### src/rtl/fwpg_pkg.sv
package fwpg_pkg;
  localparam int NUM_RANGES = 4;
  localparam int ADDR_W     = 24;
  localparam int PAGE_SHIFT = 12;
  localparam int PAGE_W     = ADDR_W - PAGE_SHIFT;
  localparam int DATA_W     = 2 * PAGE_W + 1;
  localparam int REG_AW     = $clog2(NUM_RANGES + 2);
  localparam logic [REG_AW-1:0] CTRL_ADDR = '0;
  localparam logic [REG_AW-1:0] LOCK_ADDR = REG_AW'(NUM_RANGES + 1);
  localparam int WE_BIT   = 0;
  localparam int LOCK_BIT = 1;
  localparam int SMMO_BIT = 2;

  typedef struct packed {
    logic                  ctrlWr;
    logic [NUM_RANGES-1:0] rangeWr;
    logic                  lockdownWr;
    logic [DATA_W-1:0]     data;
  } wrStrobe_t;
endpackage

### src/rtl/fwpg_ctrl.sv
module fwpg_ctrl
  import fwpg_pkg::*;
(
  input  logic              clk,
  input  logic              rstN,
  input  logic              regWrEn,
  input  logic [REG_AW-1:0] regAddr,
  input  logic [DATA_W-1:0] regWrData,
  input  logic              lockEnQ,
  output wrStrobe_t         stb,
  output logic              smiReq
);
  always_comb begin
    stb = '0;
    stb.data = regWrData;
    stb.ctrlWr = regWrEn && (regAddr == CTRL_ADDR);
    stb.lockdownWr = regWrEn && (regAddr == LOCK_ADDR);
    for (int i = 0; i < NUM_RANGES; i++)
      stb.rangeWr[i] = regWrEn && (regAddr == REG_AW'(i + 1));
  end

  // lock value sampled before the write edge decides the interrupt
  always_ff @(posedge clk) begin
    if (!rstN) smiReq <= 1'b0;
    else       smiReq <= stb.ctrlWr && regWrData[WE_BIT] && lockEnQ;
  end


  no_smi_unlocked_chk: assert property (@(posedge clk) disable iff (!rstN)
    !lockEnQ |=> !smiReq);
endmodule

### src/rtl/fwpg_datapath.sv
module fwpg_datapath
  import fwpg_pkg::*;
(
  input  logic              clk,
  input  logic              rstN,
  input  wrStrobe_t         stb,
  input  logic              inSmm,
  input  logic              reqValid,
  input  logic [PAGE_W-1:0] reqPage,
  output logic              grant,
  output logic              blockErr,
  output logic              lockEnQ,
  output logic              wrEnQ
);
  logic smmOnlyQ, lockdownQ;
  logic [NUM_RANGES-1:0][PAGE_W-1:0] baseQ, limitQ;
  logic [NUM_RANGES-1:0] rangeOnQ, rangeHit;
  logic pass;

  always_ff @(posedge clk) begin
    if (!rstN) begin
      wrEnQ <= 1'b0; lockEnQ <= 1'b0; smmOnlyQ <= 1'b0; lockdownQ <= 1'b0;
    end else begin
      if (stb.ctrlWr) begin
        wrEnQ    <= stb.data[WE_BIT];
        lockEnQ  <= lockEnQ | stb.data[LOCK_BIT];
        smmOnlyQ <= stb.data[SMMO_BIT];
      end
      if (stb.lockdownWr) lockdownQ <= lockdownQ | stb.data[0];
    end
  end

  for (genvar g = 0; g < NUM_RANGES; g++) begin : g_rng
    always_ff @(posedge clk) begin
      if (!rstN) begin
        baseQ[g] <= '0; limitQ[g] <= '0; rangeOnQ[g] <= 1'b0;
      end else if (stb.rangeWr[g] && !lockdownQ) begin
        baseQ[g]    <= stb.data[PAGE_W-1:0];
        limitQ[g]   <= stb.data[2*PAGE_W-1:PAGE_W];
        rangeOnQ[g] <= stb.data[2*PAGE_W];
      end
    end
    assign rangeHit[g] = rangeOnQ[g] && (reqPage >= baseQ[g]) && (reqPage <= limitQ[g]);
  end

  assign pass     = wrEnQ && (!smmOnlyQ || inSmm) && (rangeHit == '0);
  assign grant    = reqValid && pass;
  assign blockErr = reqValid && !pass;


  lock_sticky_chk: assert property (@(posedge clk) disable iff (!rstN)
    lockEnQ |=> lockEnQ);

  lockdown_sticky_chk: assert property (@(posedge clk) disable iff (!rstN)
    lockdownQ |=> lockdownQ);

  ranges_frozen_chk: assert property (@(posedge clk) disable iff (!rstN)
    lockdownQ |=> ($stable(baseQ) && $stable(limitQ) && $stable(rangeOnQ)));

  secure_block_chk: assert property (@(posedge clk) disable iff (!rstN)
    (lockEnQ && smmOnlyQ && !wrEnQ && reqValid) |-> blockErr);
endmodule

### src/rtl/flash_wp_gate.sv
module flash_wp_gate
  import fwpg_pkg::*;
(
  input  logic              clk,
  input  logic              rstN,
  input  logic              regWrEn,
  input  logic [REG_AW-1:0] regAddr,
  input  logic [DATA_W-1:0] regWrData,
  input  logic              inSmm,
  input  logic              reqValid,
  input  logic [ADDR_W-1:0] reqAddr,
  output logic              grant,
  output logic              blockErr,
  output logic              smiReq
);
  wrStrobe_t stb;
  logic lockEnQ, wrEnQ;
  logic unusedPageOffset;
  assign unusedPageOffset = ^reqAddr[PAGE_SHIFT-1:0];

  fwpg_ctrl u_ctrl (
    .clk(clk), .rstN(rstN), .regWrEn(regWrEn), .regAddr(regAddr),
    .regWrData(regWrData), .lockEnQ(lockEnQ), .stb(stb), .smiReq(smiReq));

  fwpg_datapath u_dp (
    .clk(clk), .rstN(rstN), .stb(stb), .inSmm(inSmm), .reqValid(reqValid),
    .reqPage(reqAddr[ADDR_W-1:PAGE_SHIFT]), .grant(grant), .blockErr(blockErr),
    .lockEnQ(lockEnQ), .wrEnQ(wrEnQ));


  smi_implies_we_chk: assert property (@(posedge clk) disable iff (!rstN)
    smiReq |-> (wrEnQ && lockEnQ));

  decision_exclusive_chk: assert property (@(posedge clk) disable iff (!rstN)
    !(grant && blockErr) && ((grant || blockErr) == reqValid));
endmodule

### config.mk
export PLATFORM = sky130hd
export DESIGN_NAME = flash_wp_gate
export DESIGN_NICKNAME = d
export VERILOG_FILES = /design/src/rtl/fwpg_pkg.sv /design/src/rtl/fwpg_ctrl.sv /design/src/rtl/fwpg_datapath.sv /design/src/rtl/flash_wp_gate.sv
export SDC_FILE = /design/constraint.sdc
export NUM_CORES = 1
export LEC_CHECK = 0
export BUFFER_PORTS_ARGS = -buffer_cell sky130_fd_sc_hd__buf_4
export CORE_MARGIN = 2
export CORE_UTILIZATION = 60
export CTS_BUF_LIST = sky130_fd_sc_hd__clkbuf_4
export DETAILED_ROUTE_END_ITERATION = 12
export PLACE_DENSITY = 0.86
export SYNTH_ARGS = -nofsm -noshare
export SYNTH_HDL_FRONTEND = slang
export SYNTH_SLANG_ARGS = --single-unit
### constraint.sdc
create_clock -name clk -period 5.3 [get_ports clk]
set_input_delay 0.795 -clock clk [delete_from_list [all_inputs] [get_ports clk]]
set_output_delay 0.795 -clock clk [all_outputs]
set_load 0.05 [all_outputs]
==> flow_summary.html <==
<table>
<tr><th>Metric</th><th>Value</th></tr>
<tr><th colspan="2">Status</th></tr>
<tr><td>Result of the run</td><td>complete, no violations</td></tr>
<tr><th colspan="2">Logic synthesis</th></tr>
<tr><td>Seq/Total Area, Yosys</td><td>approximately 33%</td></tr>
<tr><td>YS warnings</td><td>0</td></tr>
<tr><td>Dominant cell by count in the synthesized netlist</td><td>sky130_fd_sc_hd__nand2_1</td></tr>
<tr><td>Netlist area before placement</td><td>between 0.006 and 0.007 mm²</td></tr>
<tr><td>Cell types with the highest counts after synthesis</td><td>sky130_fd_sc_hd__nand2_1, sky130_fd_sc_hd__dfxtp_1, sky130_fd_sc_hd__ha_1, sky130_fd_sc_hd__inv_1, sky130_fd_sc_hd__a21boi_0</td></tr>
<tr><td>EDFF count, synth</td><td>0</td></tr>
<tr><td>Proportion of netlist area held by the largest area contributor</td><td>around a third</td></tr>
<tr><td>Post-synthesis cell count</td><td>~800</td></tr>
<tr><td>Per-instance average area after synthesis</td><td>roughly 8 µm²</td></tr>
<tr><td>Distinct cells, synth</td><td>54</td></tr>
<tr><td>Most instantiated flip-flop cell in the synthesis netlist</td><td>sky130_fd_sc_hd__dfxtp_1</td></tr>
<tr><td>Leading post-synthesis cells by cell area</td><td>sky130_fd_sc_hd__dfxtp_1, sky130_fd_sc_hd__ha_1, sky130_fd_sc_hd__nand2_1, sky130_fd_sc_hd__a21boi_0, sky130_fd_sc_hd__inv_1</td></tr>
<tr><td>Post-synthesis cell type with the largest combined area</td><td>sky130_fd_sc_hd__dfxtp_1</td></tr>
<tr><td>Post-Synthesis Net Count</td><td>949</td></tr>
<tr><td>#FFs+latches synth</td><td>approximately 110</td></tr>
<tr><td>Asr flop ratio synth</td><td>0%</td></tr>
<tr><th colspan="2">Hold path</th></tr>
<tr><td>Hold Startpoint</td><td>u_dp.baseQ[18]</td></tr>
<tr><td>Type of the tightest min-delay check</td><td>register to register</td></tr>
<tr><td>Cell depth of the worst hold path</td><td>2</td></tr>
<tr><td>Sink of the worst hold path</td><td>u_dp.baseQ[18]</td></tr>
<tr><th colspan="2">Clock tree</th></tr>
<tr><td>Number of buffers created by CTS</td><td>9</td></tr>
<tr><td>Total clock sinks</td><td>105</td></tr>
<tr><td>Clk slew on worst S/H paths</td><td>between 0.15 and 0.2 ns</td></tr>
<tr><td>Post-CTS resize count</td><td>0</td></tr>
<tr><td>Post-CTS Setup Bufs</td><td>0</td></tr>
<tr><td>Number of buffers added to fix hold violations after cts</td><td>0</td></tr>
<tr><td>Clock latency of the later-clocked register in the worst-skew pair</td><td>0.46 ns</td></tr>
<tr><td>Root Driver</td><td>sky130_fd_sc_hd__clkbuf_4</td></tr>
<tr><td>Number of levels the H-tree was split into</td><td>3</td></tr>
<tr><td>Buffers from clock root to sink, at most</td><td>2</td></tr>
<tr><td>Clock tree from TritonCTS</td><td>built</td></tr>
<tr><th colspan="2">Die</th></tr>
<tr><td>Die Y-Extent</td><td>around 110 µm</td></tr>
<tr><td>Number of placement rows</td><td>37</td></tr>
<tr><td>Number of top-level design ports</td><td>60</td></tr>
<tr><td>Initial Util</td><td>~62%</td></tr>
<tr><td>Die width</td><td>107.1 µm</td></tr>
<tr><td>Core Region</td><td>0.01032 mm²</td></tr>
<tr><td>Die Outline Area</td><td>about 0.011 mm²</td></tr>
<tr><th colspan="2">Detailed routing</th></tr>
<tr><td>Post-route antenna net violation count</td><td>0</td></tr>
<tr><td>Routed wirelength normalized by instance count</td><td>roughly 16 µm</td></tr>
<tr><td>Vias/cell</td><td>roughly 5.7</td></tr>
<tr><td>Iter 0 DRT Violations</td><td>between 200 and 300</td></tr>
<tr><td>DR vias</td><td>around 5500</td></tr>
<tr><td>Detailed-router iteration count before antenna repair</td><td>4</td></tr>
<tr><td>Post-route DRC</td><td>0</td></tr>
<tr><td>Final WL</td><td>~16 mm</td></tr>
<tr><th colspan="2">Placement</th></tr>
<tr><td>Port-buffer cells</td><td>between 40 and 50</td></tr>
<tr><td>Hpwl dp</td><td>about 11 mm</td></tr>
<tr><td>Cell count after placement</td><td>between 900 and 1000</td></tr>
<tr><td>Last weighted congestion value of the routability-driven placer</td><td>just under 0.9</td></tr>
<tr><th colspan="2">Pwr</th></tr>
<tr><td>Design Power</td><td>between 1 and 1.5 mW</td></tr>
<tr><td>Peak supply drop</td><td>0.0001169 V</td></tr>
<tr><td>Cell leakage power</td><td>2.519 nW</td></tr>
<tr><td>Power per unit of standard cell area</td><td>215.5 mW/mm²</td></tr>
<tr><th colspan="2">Worst setup path</th></tr>
<tr><td>Reg2Reg Setup Slack</td><td>approximately 3.3 ns</td></tr>
<tr><td>Startpoint of the worst-slack reg-to-reg timing path</td><td>u_dp.lockdownQ</td></tr>
<tr><td>Cell count of the worst reg-to-reg path</td><td>5</td></tr>
<tr><td>WS Path Type</td><td>input port to output pin</td></tr>
<tr><td>Reg2Reg Capture Point</td><td>u_dp.baseQ[13]</td></tr>
<tr><td>Nature of the critical path endpoint</td><td>output pin</td></tr>
<tr><td>Arrival time of the worst setup path</td><td>between 3 and 4 ns</td></tr>
<tr><td>Largest fanout of any net on the critical path</td><td>8</td></tr>
<tr><td>Setup crit start kind</td><td>input port</td></tr>
<tr><td>Critical Path RT</td><td>4.51 ns</td></tr>
<tr><th colspan="2">Global route</th></tr>
<tr><td>Global-route wire length before repair</td><td>around 26 mm</td></tr>
<tr><td>Number of antenna violations at the first check in global routing</td><td>0</td></tr>
<tr><td>Number of global-route vias before repair</td><td>5509</td></tr>
<tr><td>Maximum number of pins on one net before global-route repair</td><td>about 110</td></tr>
<tr><td>Overall overflow remaining after global route</td><td>0</td></tr>
<tr><td>GRT Total Usage</td><td>28.42%</td></tr>
<tr><th colspan="2">STA</th></tr>
<tr><td>Period utilization</td><td>71.98%</td></tr>
<tr><td>Setup violation total in the final timing report</td><td>0</td></tr>
<tr><td>Max Slew Vio Count</td><td>0</td></tr>
<tr><td>Post-Route Hold Slack</td><td>between 0.4 and 0.5 ns</td></tr>
<tr><td>Clock Skews</td><td>~0.021 ns</td></tr>
<tr><td>Maximum clock frequency</td><td>about 0.26 GHz</td></tr>
<tr><td>Tightest slew margin relative to the limit</td><td>between 20% and 30%</td></tr>
<tr><td>Worst Tran Pin Value</td><td>~1.2 ns</td></tr>
<tr><td>Post-layout minimum cycle time</td><td>between 3 and 4 ns</td></tr>
<tr><td>Setup tns final</td><td>0 ns</td></tr>
<tr><td>Final Hold Fails</td><td>0</td></tr>
<tr><td>Unrepaired setup endpoints after global routing</td><td>no</td></tr>
<tr><th colspan="2">Final layout</th></tr>
<tr><td>Final net count</td><td>slightly below 1000</td></tr>
<tr><td>Antenna cells</td><td>0</td></tr>
<tr><td>Filler-free cell count of the finished design</td><td>970</td></tr>
<tr><td>Final cell utilization of the core</td><td>67.02%</td></tr>
<tr><td>Fraction of layout instances using a drive strength above 1</td><td>roughly 9.7%</td></tr>
<tr><td>Area growth, synth to finish</td><td>8.580%</td></tr>
<tr><th colspan="2">Flow run</th></tr>
<tr><td>Maxcap violations</td><td>0</td></tr>
</table>
## worst max-delay path: stages
cell and delay, ns:
sky130_fd_sc_hd__buf_4 0.11, sky130_fd_sc_hd__inv_1 0.29, sky130_fd_sc_hd__ha_1 0.29, sky130_fd_sc_hd__nand2b_1 0.14, sky130_fd_sc_hd__a31oi_1 0.20, sky130_fd_sc_hd__o21ai_0 0.25, sky130_fd_sc_hd__a22oi_1 0.26, sky130_fd_sc_hd__o22ai_1 0.16
sky130_fd_sc_hd__nor4b_2 0.26, sky130_fd_sc_hd__buf_4 0.25
## layout by cell type, fill, tap and decap left out, types with 8 or more instances in the layout
cell,count
sky130_fd_sc_hd__ha_1,96
sky130_fd_sc_hd__nand4_1,12
sky130_fd_sc_hd__a21oi_1,32
sky130_fd_sc_hd__inv_1,95
sky130_fd_sc_hd__a21boi_0,54
sky130_fd_sc_hd__clkbuf_4,10
sky130_fd_sc_hd__o21ai_0,14
sky130_fd_sc_hd__nand3_1,8
sky130_fd_sc_hd__buf_4,50
sky130_fd_sc_hd__nand2_1,218
sky130_fd_sc_hd__nor2_1,15
sky130_fd_sc_hd__a21boi_1,46
sky130_fd_sc_hd__dfxtp_1,105
## report_power, final
group	leakage, nW	internal, mW	total [mW]	switching, mW
clock network	0.0730	0.151	0.424	0.272
logic	1.60	0.106	0.252	0.147
registers	0.850	0.806	0.815	0.00865
total	2.52	1.06	1.49	0.428
## layout make-up
cell class / instances / area [µm²]
inverters: 95 / 356.6
fillers: 865 / 3405
multi-input cells: 568 / 3772
flip-flops and latches: 105 / 2102
repair buffers: 50 / 375.4
clock inverters: 6 / 67.56
clock buffers: 10 / 75.07
well taps: 136 / 170.2
## flip-flops by register name, indices dropped and copies added (netlist names)
signal,cells
u_dp.lockEnQ,1
u_dp.lockdownQ,1
u_ctrl.smiReq,1
u_dp.rangeOnQ,4
u_dp.limitQ,48
u_dp.baseQ,48
u_dp.smmOnlyQ,1
u_dp.wrEnQ,1
## metal layers
layer | up-vias | wire, µm | track usage (%)
met5 | - | 0 | 0
met4 | 0 | 437 | 12.34
met3 | 34 | 606 | 4.559
met2 | 119 | 7601 | 49.14
met1 | 2606 | 6894 | 34.78
li1 | 2727 | - | -
## worst max-delay path by stage
stage,start,end,slack (ns)
3_3_place_gp,reqAddr[12],blockErr,1.56
6_report,reqAddr[12],grant,1.49
5_1_grt,reqAddr[12],grant,1.43
4_1_cts,reqAddr[12],grant,1.52
3_5_place_dp,reqAddr[12],grant,1.53
2_1_floorplan,reqAddr[12],grant,1.58
## cells by family after synthesis
logic type               share of synthesized area [%]
AO/OA/AOI/OAI                                    20.34
buffers and inverters                            7.815
flip-flops                                       32.99
AND/OR/NAND/NOR                                  19.85
multiplexers                                    0.1571
adder cells (fa/ha/maj)                          18.85
## stage by stage
stage | area (µm²) | setup slack [ns]
6_report | 6919 | 1.485
5_1_grt | 6919 | 1.433
4_1_cts | 6919 | 1.519
3_5_place_dp | 6777 | 1.525
3_3_place_gp | 6777 | 1.560
2_1_floorplan | 6372 | 1.581
Power figures use the tool's default switching activity.
